==> src/rtl/thr_evt_pkg.sv <==
`timescale 1ns/1ps
package thr_evt_pkg;

  typedef struct packed {
    logic [7:0] code;
    logic [7:0] umask;
    logic [7:0] cmask;
    logic       inv;
  } evt_cfg_t;

  localparam logic [7:0] SRC_CODE_BASE = 8'h20;
  localparam logic [7:0] SRC_UMASK     = 8'h01;
  localparam evt_cfg_t   CFG_RESET     = '{code: 8'h00, umask: 8'h00, cmask: 8'h00, inv: 1'b0};

endpackage

==> src/rtl/thr_evt_sel.sv <==
`timescale 1ns/1ps
module thr_evt_sel
  import thr_evt_pkg::*;
#(
  parameter int NUM_SRC = 4,
  parameter int INC_MAX = 4,
  parameter int EVT_W   = $clog2(INC_MAX + 1)
) (
  input  logic                     clk,
  input  logic                     rst_n,
  input  logic [NUM_SRC*EVT_W-1:0] evt_inc,
  input  logic [7:0]               sel_code,
  input  logic [7:0]               sel_umask,
  output logic [EVT_W-1:0]         sel_cnt,
  output logic                     sel_hit
);

  localparam logic [EVT_W-1:0] MAX_V = EVT_W'(INC_MAX);

  logic [NUM_SRC-1:0] match;
  logic [EVT_W-1:0]   clamp [NUM_SRC];

  for (genvar k = 0; k < NUM_SRC; k++) begin : g_src
    logic [EVT_W-1:0] raw;
    assign raw      = evt_inc[k*EVT_W +: EVT_W];
    assign clamp[k] = (raw > MAX_V) ? MAX_V : raw;
    assign match[k] = (sel_code == (SRC_CODE_BASE + 8'(k))) && (sel_umask == SRC_UMASK);
  end

  always_comb begin
    sel_cnt = '0;
    for (int k = 0; k < NUM_SRC; k++) begin
      if (match[k]) sel_cnt = sel_cnt | clamp[k];
    end
  end

  assign sel_hit = |match;


  sel_range_chk: assert property (@(posedge clk) disable iff (!rst_n)
    sel_cnt <= MAX_V);


  sel_onehot_chk: assert property (@(posedge clk) disable iff (!rst_n)
    $onehot0(match));

endmodule

==> src/rtl/thr_evt_qual.sv <==
`timescale 1ns/1ps
module thr_evt_qual #(
  parameter int EVT_W = 3
) (
  input  logic [EVT_W-1:0] sel_cnt,
  input  logic [7:0]       cmask,
  input  logic             inv,
  output logic [EVT_W-1:0] step
);

  logic [7:0] cnt_ext;
  logic       meets;
  logic       pass;

  assign cnt_ext = 8'(sel_cnt);
  assign meets   = (cnt_ext >= cmask);
  assign pass    = meets ^ inv;

  always_comb begin
    if (cmask == 8'd0) step = sel_cnt;
    else               step = EVT_W'(pass);
  end

endmodule

==> src/rtl/thr_evt_acc.sv <==
`timescale 1ns/1ps
module thr_evt_acc #(
  parameter int CNT_W = 48,
  parameter int EVT_W = 3
) (
  input  logic             clk,
  input  logic             rst_n,
  input  logic             en,
  input  logic [EVT_W-1:0] step,
  input  logic             clr_ovf,
  output logic [CNT_W-1:0] count_q,
  output logic             ovf_q
);

  logic [CNT_W:0] sum;

  assign sum = {1'b0, count_q} + (CNT_W+1)'(step);

  always_ff @(posedge clk) begin
    if (!rst_n) begin
      count_q <= '0;
      ovf_q   <= 1'b0;
    end else begin
      if (en) count_q <= sum[CNT_W-1:0];
      if (en && sum[CNT_W]) ovf_q <= 1'b1;
      else if (clr_ovf)     ovf_q <= 1'b0;
    end
  end


  count_hold_chk: assert property (@(posedge clk) disable iff (!rst_n)
    !en |=> $stable(count_q));


  ovf_sticky_chk: assert property (@(posedge clk) disable iff (!rst_n)
    (ovf_q && !clr_ovf) |=> ovf_q);


  ovf_rise_chk: assert property (@(posedge clk) disable iff (!rst_n)
    $rose(ovf_q) |-> (count_q < $past(count_q)));

endmodule

==> src/rtl/thr_evt_counter.sv <==
`timescale 1ns/1ps
module thr_evt_counter
  import thr_evt_pkg::*;
#(
  parameter int NUM_SRC = 4,
  parameter int INC_MAX = 4,
  parameter int CNT_W   = 48
) (
  input  logic                                      clk,
  input  logic                                      rst_n,
  input  logic                                      count_en,
  input  logic [NUM_SRC*$clog2(INC_MAX+1)-1:0]      evt_inc,
  input  logic                                      cfg_wr,
  input  logic [7:0]                                cfg_code,
  input  logic [7:0]                                cfg_umask,
  input  logic [7:0]                                cfg_cmask,
  input  logic                                      cfg_inv,
  output logic [CNT_W-1:0]                          count_q,
  output logic                                      ovf_q
);

  localparam int EVT_W = $clog2(INC_MAX + 1);

  evt_cfg_t         cfg_q;
  logic [EVT_W-1:0] sel_cnt;
  logic             sel_hit;
  logic [EVT_W-1:0] step;

  always_ff @(posedge clk) begin
    if (!rst_n)      cfg_q <= CFG_RESET;
    else if (cfg_wr) cfg_q <= '{code: cfg_code, umask: cfg_umask, cmask: cfg_cmask, inv: cfg_inv};
  end

  thr_evt_sel #(.NUM_SRC(NUM_SRC), .INC_MAX(INC_MAX), .EVT_W(EVT_W)) u_sel (
    .clk       (clk),
    .rst_n     (rst_n),
    .evt_inc   (evt_inc),
    .sel_code  (cfg_q.code),
    .sel_umask (cfg_q.umask),
    .sel_cnt   (sel_cnt),
    .sel_hit   (sel_hit)
  );

  thr_evt_qual #(.EVT_W(EVT_W)) u_qual (
    .sel_cnt (sel_cnt),
    .cmask   (cfg_q.cmask),
    .inv     (cfg_q.inv),
    .step    (step)
  );

  thr_evt_acc #(.CNT_W(CNT_W), .EVT_W(EVT_W)) u_acc (
    .clk     (clk),
    .rst_n   (rst_n),
    .en      (count_en),
    .step    (step),
    .clr_ovf (cfg_wr),
    .count_q (count_q),
    .ovf_q   (ovf_q)
  );

  // threshold mode never steps by more than one
  thr_step_chk: assert property (@(posedge clk) disable iff (!rst_n)
    (cfg_q.cmask != 8'd0) |-> (step <= EVT_W'(1)));


  nomatch_zero_chk: assert property (@(posedge clk) disable iff (!rst_n)
    (!sel_hit && cfg_q.cmask == 8'd0) |-> (step == '0));

endmodule

==> config.mk <==
export PLATFORM = sky130hd
export DESIGN_NAME = thr_evt_counter
export DESIGN_NICKNAME = d
export VERILOG_FILES = /design/src/rtl/thr_evt_pkg.sv /design/src/rtl/thr_evt_sel.sv /design/src/rtl/thr_evt_qual.sv /design/src/rtl/thr_evt_acc.sv /design/src/rtl/thr_evt_counter.sv
export SDC_FILE = /design/constraint.sdc
export NUM_CORES = 1
export LEC_CHECK = 0
export ABC_CLOCK_PERIOD_IN_PS = 6300
export BUFFER_PORTS_ARGS = -buffer_cell sky130_fd_sc_hd__buf_4
export CAP_MARGIN = 0
export CELL_PAD_IN_SITES_DETAIL_PLACEMENT = 1
export CELL_PAD_IN_SITES_GLOBAL_PLACEMENT = 2
export CORE_MARGIN = 2
export CORE_UTILIZATION = 32
export DETAILED_ROUTE_END_ITERATION = 10
export HOLD_SLACK_MARGIN = 0.02
export PLACE_DENSITY = 0.79
export SYNTH_ARGS = -nofsm -noshare
export SYNTH_HDL_FRONTEND = slang
export SYNTH_HIERARCHICAL = 1
export SYNTH_SLANG_ARGS = --single-unit
==> constraint.sdc <==
create_clock -name clk -period 6.3 [get_ports clk]
set_clock_uncertainty 0.15 [all_clocks]
set_input_delay 1.89 -clock clk [delete_from_list [all_inputs] [get_ports clk]]
set_output_delay 1.89 -clock clk [all_outputs]
set_load 0.1 [all_outputs]
==> out/metrics.csv, run 1 <==
stage,metric,value,unit
status,outcome,"complete, no violations",
pwr,netSwitchingFraction,23.0,%
global_routing,grt_pass1_wl,15.6,mm
pwr,pwr-share-comb,8.0,%
pwr,power_frac_clock,44.2,%
setup_path,r2r-end,u_acc/count_q[44],
pwr,power.leakage,1.82,nW
run,maxCapViolations,0,
global_routing,antenna_found_initial,0,
placed_design,place_hpwl,6.96,mm
route,drt_iter0_drc,90,
layout,drive_gt1_share,25.9,%
setup_path,r2r_cells,16,
layout,mostFrequentLayoutCell,buf_4,
min_path,min_from,u_acc/count_q[38],
layout,fin_nets,517,
setup_path,critical_path_buf_inv_count,2,
route,ant_nets,0,
global_routing,grt_max_degree,44,
logic_synthesis,synthCells,379,
setup_path,crit_family,simple AND/OR/NAND/NOR gates,
pwr,ir_worst_vdd,116,uV
timing,finalCriticalPeriod,5630,ps
global_routing,gr-usage-met2,29.4,%
timing,fin_setup_tns,0,ps
timing,fin_crit_sh,89.4,%
pwr,pwr_density_cell,222,nW/um^2
clocking,cts_setup_buffers,0,
setup_path,required,6420,ps
setup_path,slowest_delay,630,ps
setup_path,endpoint,u_acc/count_q[44],
setup_path,slowest_stage,or4_1,
setup_path,cp_max_fo,14,
setup_path,worstPathArrival,5760,ps
timing,setup_viol,0,
min_path,holdCritPathClass,reg -> reg,
route,drt_wl_total,9.48,mm
clocking,clock_latency,350,ps
layout,antenna_cells,0,
floorplan,rows,38,
clocking,cts_root_buf,clkbuf_8,
logic_synthesis,syn_area,3560,um^2
timing,holdWs,361,ps
route,wire_per_inst,15.4,um
timing,max-slew-margin-rel,45.5,%
pwr,finalPower,1.02,mW
setup_path,cp-startpoint,evt_inc[8],
floorplan,die_h,110,um
setup_path,worstSetupStartpointType,primary input,
layout,fillCellCount,1294,
clocking,clk_path_buf_depth,2,
clocking,clkSlewWorstSetupHoldPaths,80,ps
layout,syn2layout_area_growth,28.5,%
pwr,intPower,0.784,mW
global_routing,grt-ovfl-total,0,
route,drcViolationCount,0,
timing,hold_viol,0,
clocking,clock-sinks,74,
floorplan,design.core.area,10800,um^2
setup_path,cpMostUsedCell,a21oi_1,
floorplan,die_area,12000,um^2
clocking,cts_resized,0,
setup_path,crit_path_end_kind,flip-flop,
global_routing,grt_use_met3,5.75,%
floorplan,start_util,32.9,%
placed_design,gp_congestion,0.696,
logic_synthesis,synth_warnings,6,
setup_path,worstSetupPathType,in -> reg,
timing,worst_slew_pin_slew,810,ps
logic_synthesis,syn-num-nets,427,
global_routing,grt_pass1_vias,3253,
layout,fin_util,42.2,%
global_routing,grt.total_usage,16.6,%
global_routing,met1_usage,19.0,%
timing,fmax,178,MHz
route,dr.pass1.iters,4,
layout,layout_common_cells,"buf_4 (92), dfxtp_1 (74), a21oi_1 (31)",
global_routing,grt.busiest_layer,met2,
clocking,postCtsHoldBufs,0,
setup_path,cp_num_cells,17,
setup_path,cp_cell_sequence,buf_4 -> nor4bb_1 -> a31oi_1 -> a21oi_1 -> inv_1 -> ha_1 -> nand2b_1 -> a221o_1 -> a211oi_1 -> or3b_1 -> ha_1 -> fa_1 -> a21oi_1 -> nor3b_2 -> nand4_1 -> or4_1 -> a21oi_1,
logic_synthesis,syn_area_per_cell,9.40,um^2
floorplan,io_pins,90,
clocking,cts_buffers,9,
route,vias_per_cell,5.17,
placed_design,io_buffers,89,
route,vias,3174,
setup_path,r2r_start,cfg_q[20],
floorplan,dieWidth,110,um
setup_path,ff2ff_setup_slack,1740,ps
timing,final_max_slew_viol_count,0,
clocking,cts-htree-levels,3,
clocking,cts_tree,yes,
pwr,p_sw,0.234,mW
timing,rsz0062_at_grt,no,
pwr,p_seq_share,47.8,%
==> tightest hold or removal path, cell delays in order (launching register included) <==
cell and delay, ps:
dfxtp_1 340, o31ai_1 70, a21oi_1 60
==> power by group through the flow <==
stage          registers (mW)  logic (mW)  clock network (mW)
2_1_floorplan           0.504      0.0455                   0
3_3_place_gp            0.497      0.0799                   0
3_5_place_dp            0.498      0.0823                   0
4_1_cts                 0.487      0.0825               0.467
5_1_grt                 0.488      0.0890               0.487
6_report                0.487      0.0810               0.450
==> metal layers <==
metal / vias to the layer above / part of all wire, %
li1: 1558 / -
met1: 1535 / 43
met2: 71 / 49
met3: 10 / 6.7
met4: 0 / 0.92
met5: - / 0
==> state kept, by name, indices dropped and copies added, names as in the netlist <==
name,count
u_acc/count_q,48
cfg_q,25
u_acc/ovf_q,1
==> per-stage QoR <==
step | worst slack [ps] | instance area (um^2) | instances
global route | 273 | 4580 | 614
CTS | 641 | 4580 | 614
global placement | 478 | 4340 | 598
floorplan | 926 | 3560 | 379
finish | 667 | 4580 | 614
detailed placement | 312 | 4340 | 598
==> final cells by class <==
cell class | count | area, um^2 | area share [%]
Timing Repair Buffer | 92 | 691 | 15.1
Clock inverter | 6 | 114 | 2.49
Tap cell | 140 | 175 | 3.83
Multi-Input combinational cell | 281 | 1950 | 42.6
Clock buffer | 10 | 128 | 2.79
Sequential cell | 74 | 1480 | 32.4
Inverter | 11 | 41.3 | 0.902
==> worst min-delay path by stage <==
stage / endpoint / slack, ps / cells after the start
6_report: u_acc/count_q[38] / 360 / 2
5_1_grt: u_acc/count_q[42] / 390 / 2
3_5_place_dp: u_acc/count_q[38] / 350 / 2
2_1_floorplan: cfg_q[22] / 320 / 2
3_3_place_gp: u_acc/count_q[39] / 330 / 2
4_1_cts: u_acc/count_q[38] / 360 / 2
No activity file was read; power rests on OpenSTA's default activity.
==> run 2: changes to the inputs <==
--- a/config.mk
+++ b/config.mk
@@ -14,7 +14,7 @@
 export CORE_UTILIZATION = 32
 export DETAILED_ROUTE_END_ITERATION = 10
 export HOLD_SLACK_MARGIN = 0.02
-export PLACE_DENSITY = 0.79
+export PLACE_DENSITY = 0.87
 export SYNTH_ARGS = -nofsm -noshare
 export SYNTH_HDL_FRONTEND = slang
 export SYNTH_HIERARCHICAL = 1
==> run 2 against run 1 <==
  * Sequential power barely moved
  * Cell count rose by 0.33%
  * Critical path depth rose by 2
  * Power barely moved
  * Setup slack improved by 190 ps
  * Utilization rose by 0.15 points
  * Maximum frequency rose by 3.5%
  * Cell area rose by 0.36%
  * Flip-flop and latch count did not move
  * Clock power barely moved
  * Combinational power barely moved
  * Critical endpoint is now u_acc/count_q[38]
  * Highest routed layer unchanged
==> out/metrics.csv, run 2 (synthesized netlist as in run 1, its figures left out) <==
stage,metric,value,unit
global_routing,grt_pass1_vias,3164,
timing,worst_slew_pin_slew,665,ps
setup_path,cp_cell_sequence,buf_4 -> nor3_1 -> a22oi_1 -> a21oi_1 -> inv_1 -> ha_1 -> nand2b_1 -> a221o_1 -> a211oi_1 -> or3b_1 -> ha_1 -> fa_1 -> a21oi_1 -> nor3b_2 -> buf_4 -> nand4_1 -> buf_4 -> or4_1 -> a21oi_1,
layout,finalNonFillerCells,616,
floorplan,io_pins,90,
clocking,cts_buffers,9,
setup_path,crit_path_end_kind,flip-flop,
layout,largest_register_ffs,48,
global_routing,grt_max_degree,35,
layout,antenna_cells,0,
floorplan,design.core.area,10800,um^2
clocking,cts_resized,0,
layout,regMostFlops,u_acc/count_q,
timing,finalCriticalPeriod,5440,ps
layout,drive_gt1_share,26.3,%
route,drt_wl_total,9.40,mm
clocking,cts-htree-levels,3,
setup_path,crit_family,simple AND/OR/NAND/NOR gates,
setup_path,worstPathArrival,5570,ps
clocking,clock_latency,350,ps
clocking,cts_tree,yes,
timing,final_max_slew_viol_count,0,
run,maxCapViolations,0,
placed_design,gp_congestion,0.740,
floorplan,die_area,12000,um^2
clocking,cts_setup_buffers,0,
layout,mostFrequentLayoutCell,buf_4,
route,vias,3169,
placed_design,io_buffers,89,
layout,layout_common_cells,"buf_4 (94), dfxtp_1 (74), a21oi_1 (31)",
layout,fin_area,4590,um^2
timing,hold_viol,0,
clocking,clock-sinks,74,
floorplan,die_h,110,um
route,ant_nets,0,
floorplan,dieWidth,110,um
timing,max-slew-margin-rel,55.3,%
global_routing,grt_pass1_wl,15.3,mm
clocking,clkSlewWorstSetupHoldPaths,80,ps
pwr,finalPower,1.02,mW
pwr,power.leakage,1.84,nW
setup_path,cp_max_fo,14,
route,drt_iter0_drc,85,
global_routing,grt.total_usage,16.3,%
timing,fin_setup_tns,0,ps
timing,fmax,184,MHz
global_routing,antenna_found_initial,0,
status,outcome,"complete, no violations",
layout,fin_nets,519,
route,vias_per_cell,5.14,
layout,reg.largest.list,"u_acc/count_q x48, cfg_q x25, u_acc/ovf_q x1",
layout,fin_util,42.4,%
setup_path,worstSetupPathType,in -> reg,
route,dr.pass1.iters,4,
timing,fin_crit_sh,86.4,%
placed_design,dp.cells,600,
placed_design,place_hpwl,6.98,mm
min_path,holdCritPathClass,reg -> reg,
timing,setup_viol,0,
route,drcViolationCount,0,
setup_path,critical_path_buf_inv_count,4,
pwr,pwr_density_cell,222,nW/um^2
pwr,ir_worst_vdd,141,uV
setup_path,required,6430,ps
clocking,postCtsHoldBufs,0,
floorplan,rows,38,
placed_design,dpl_cell_area,4350,um^2
clocking,cts_root_buf,clkbuf_8,
layout,syn2layout_area_growth,29.0,%
clocking,clk_path_buf_depth,2,
global_routing,grt-ovfl-total,0,
floorplan,start_util,32.9,%
route,wire_per_inst,15.3,um
setup_path,worstSetupStartpointType,primary input,
timing,rsz0062_at_grt,no,
setup_path,slowest_delay,480,ps
setup_path,slowest_stage,or4_1,
==> run 2: changes by cell type in the layout (fill, tap and decap cells not counted), sizes merged <==
cell	before	now
buf	92	94
clkinvlp	2	1
inv	11	10
clkinv	1	3
==> run 2: layer usage <==
layer	global-route usage, %	wire length (um)	up-vias	share of wire, %
met1	18.6	4120	1525	44
met3	5.10	565	10	6.0
met5	0	0	-	0
li1	-	-	1564	-
met2	28.9	4600	70	49
met4	5.06	110	0	1.2
==> run 2: layout make-up <==
class                           instances  area [um^2]
Fill cell                            1289         6250
Multi-Input combinational cell        281         1950
Sequential cell                        74         1480
Timing Repair Buffer                   94          706
Tap cell                              140          175
Clock buffer                           10          128
Clock inverter                          6          115
Inverter                               11         41.3
==> run 2: final timing paths <==
path,from,end,slack (ps),depth (start not counted)
hold / removal,u_acc/count_q[19],u_acc/count_q[19],360,2
setup reg to reg,cfg_q[20],u_acc/count_q[38],1990,18
hold reg to reg,u_acc/count_q[19],u_acc/count_q[19],360,2
setup / recovery,evt_inc[2],u_acc/count_q[38],860,19
==> run 2: worst register-to-register path, delay by kind of cell (launching register included) <==
kind / cells / cell delay [ps]
flops: 1 / 330
compound gates: 5 / 990
simple gates: 7 / 1630
buf+inv: 3 / 470
fa+ha+maj: 3 / 670
==> run 2: power by group <==
group	switching (mW)	total, mW	internal (mW)
logic	0.0401	0.0810	0.0409
registers	0.00856	0.487	0.478
clock network	0.186	0.451	0.265
total	0.235	1.02	0.783
==> run 2: through the flow <==
stage / hold slack, ps / setup slack, ps
floorplan: 324 / 926
global placement: 328 / 622
detailed placement: 349 / 513
CTS: 363 / 884
global route: 386 / 494
finish: 355 / 857
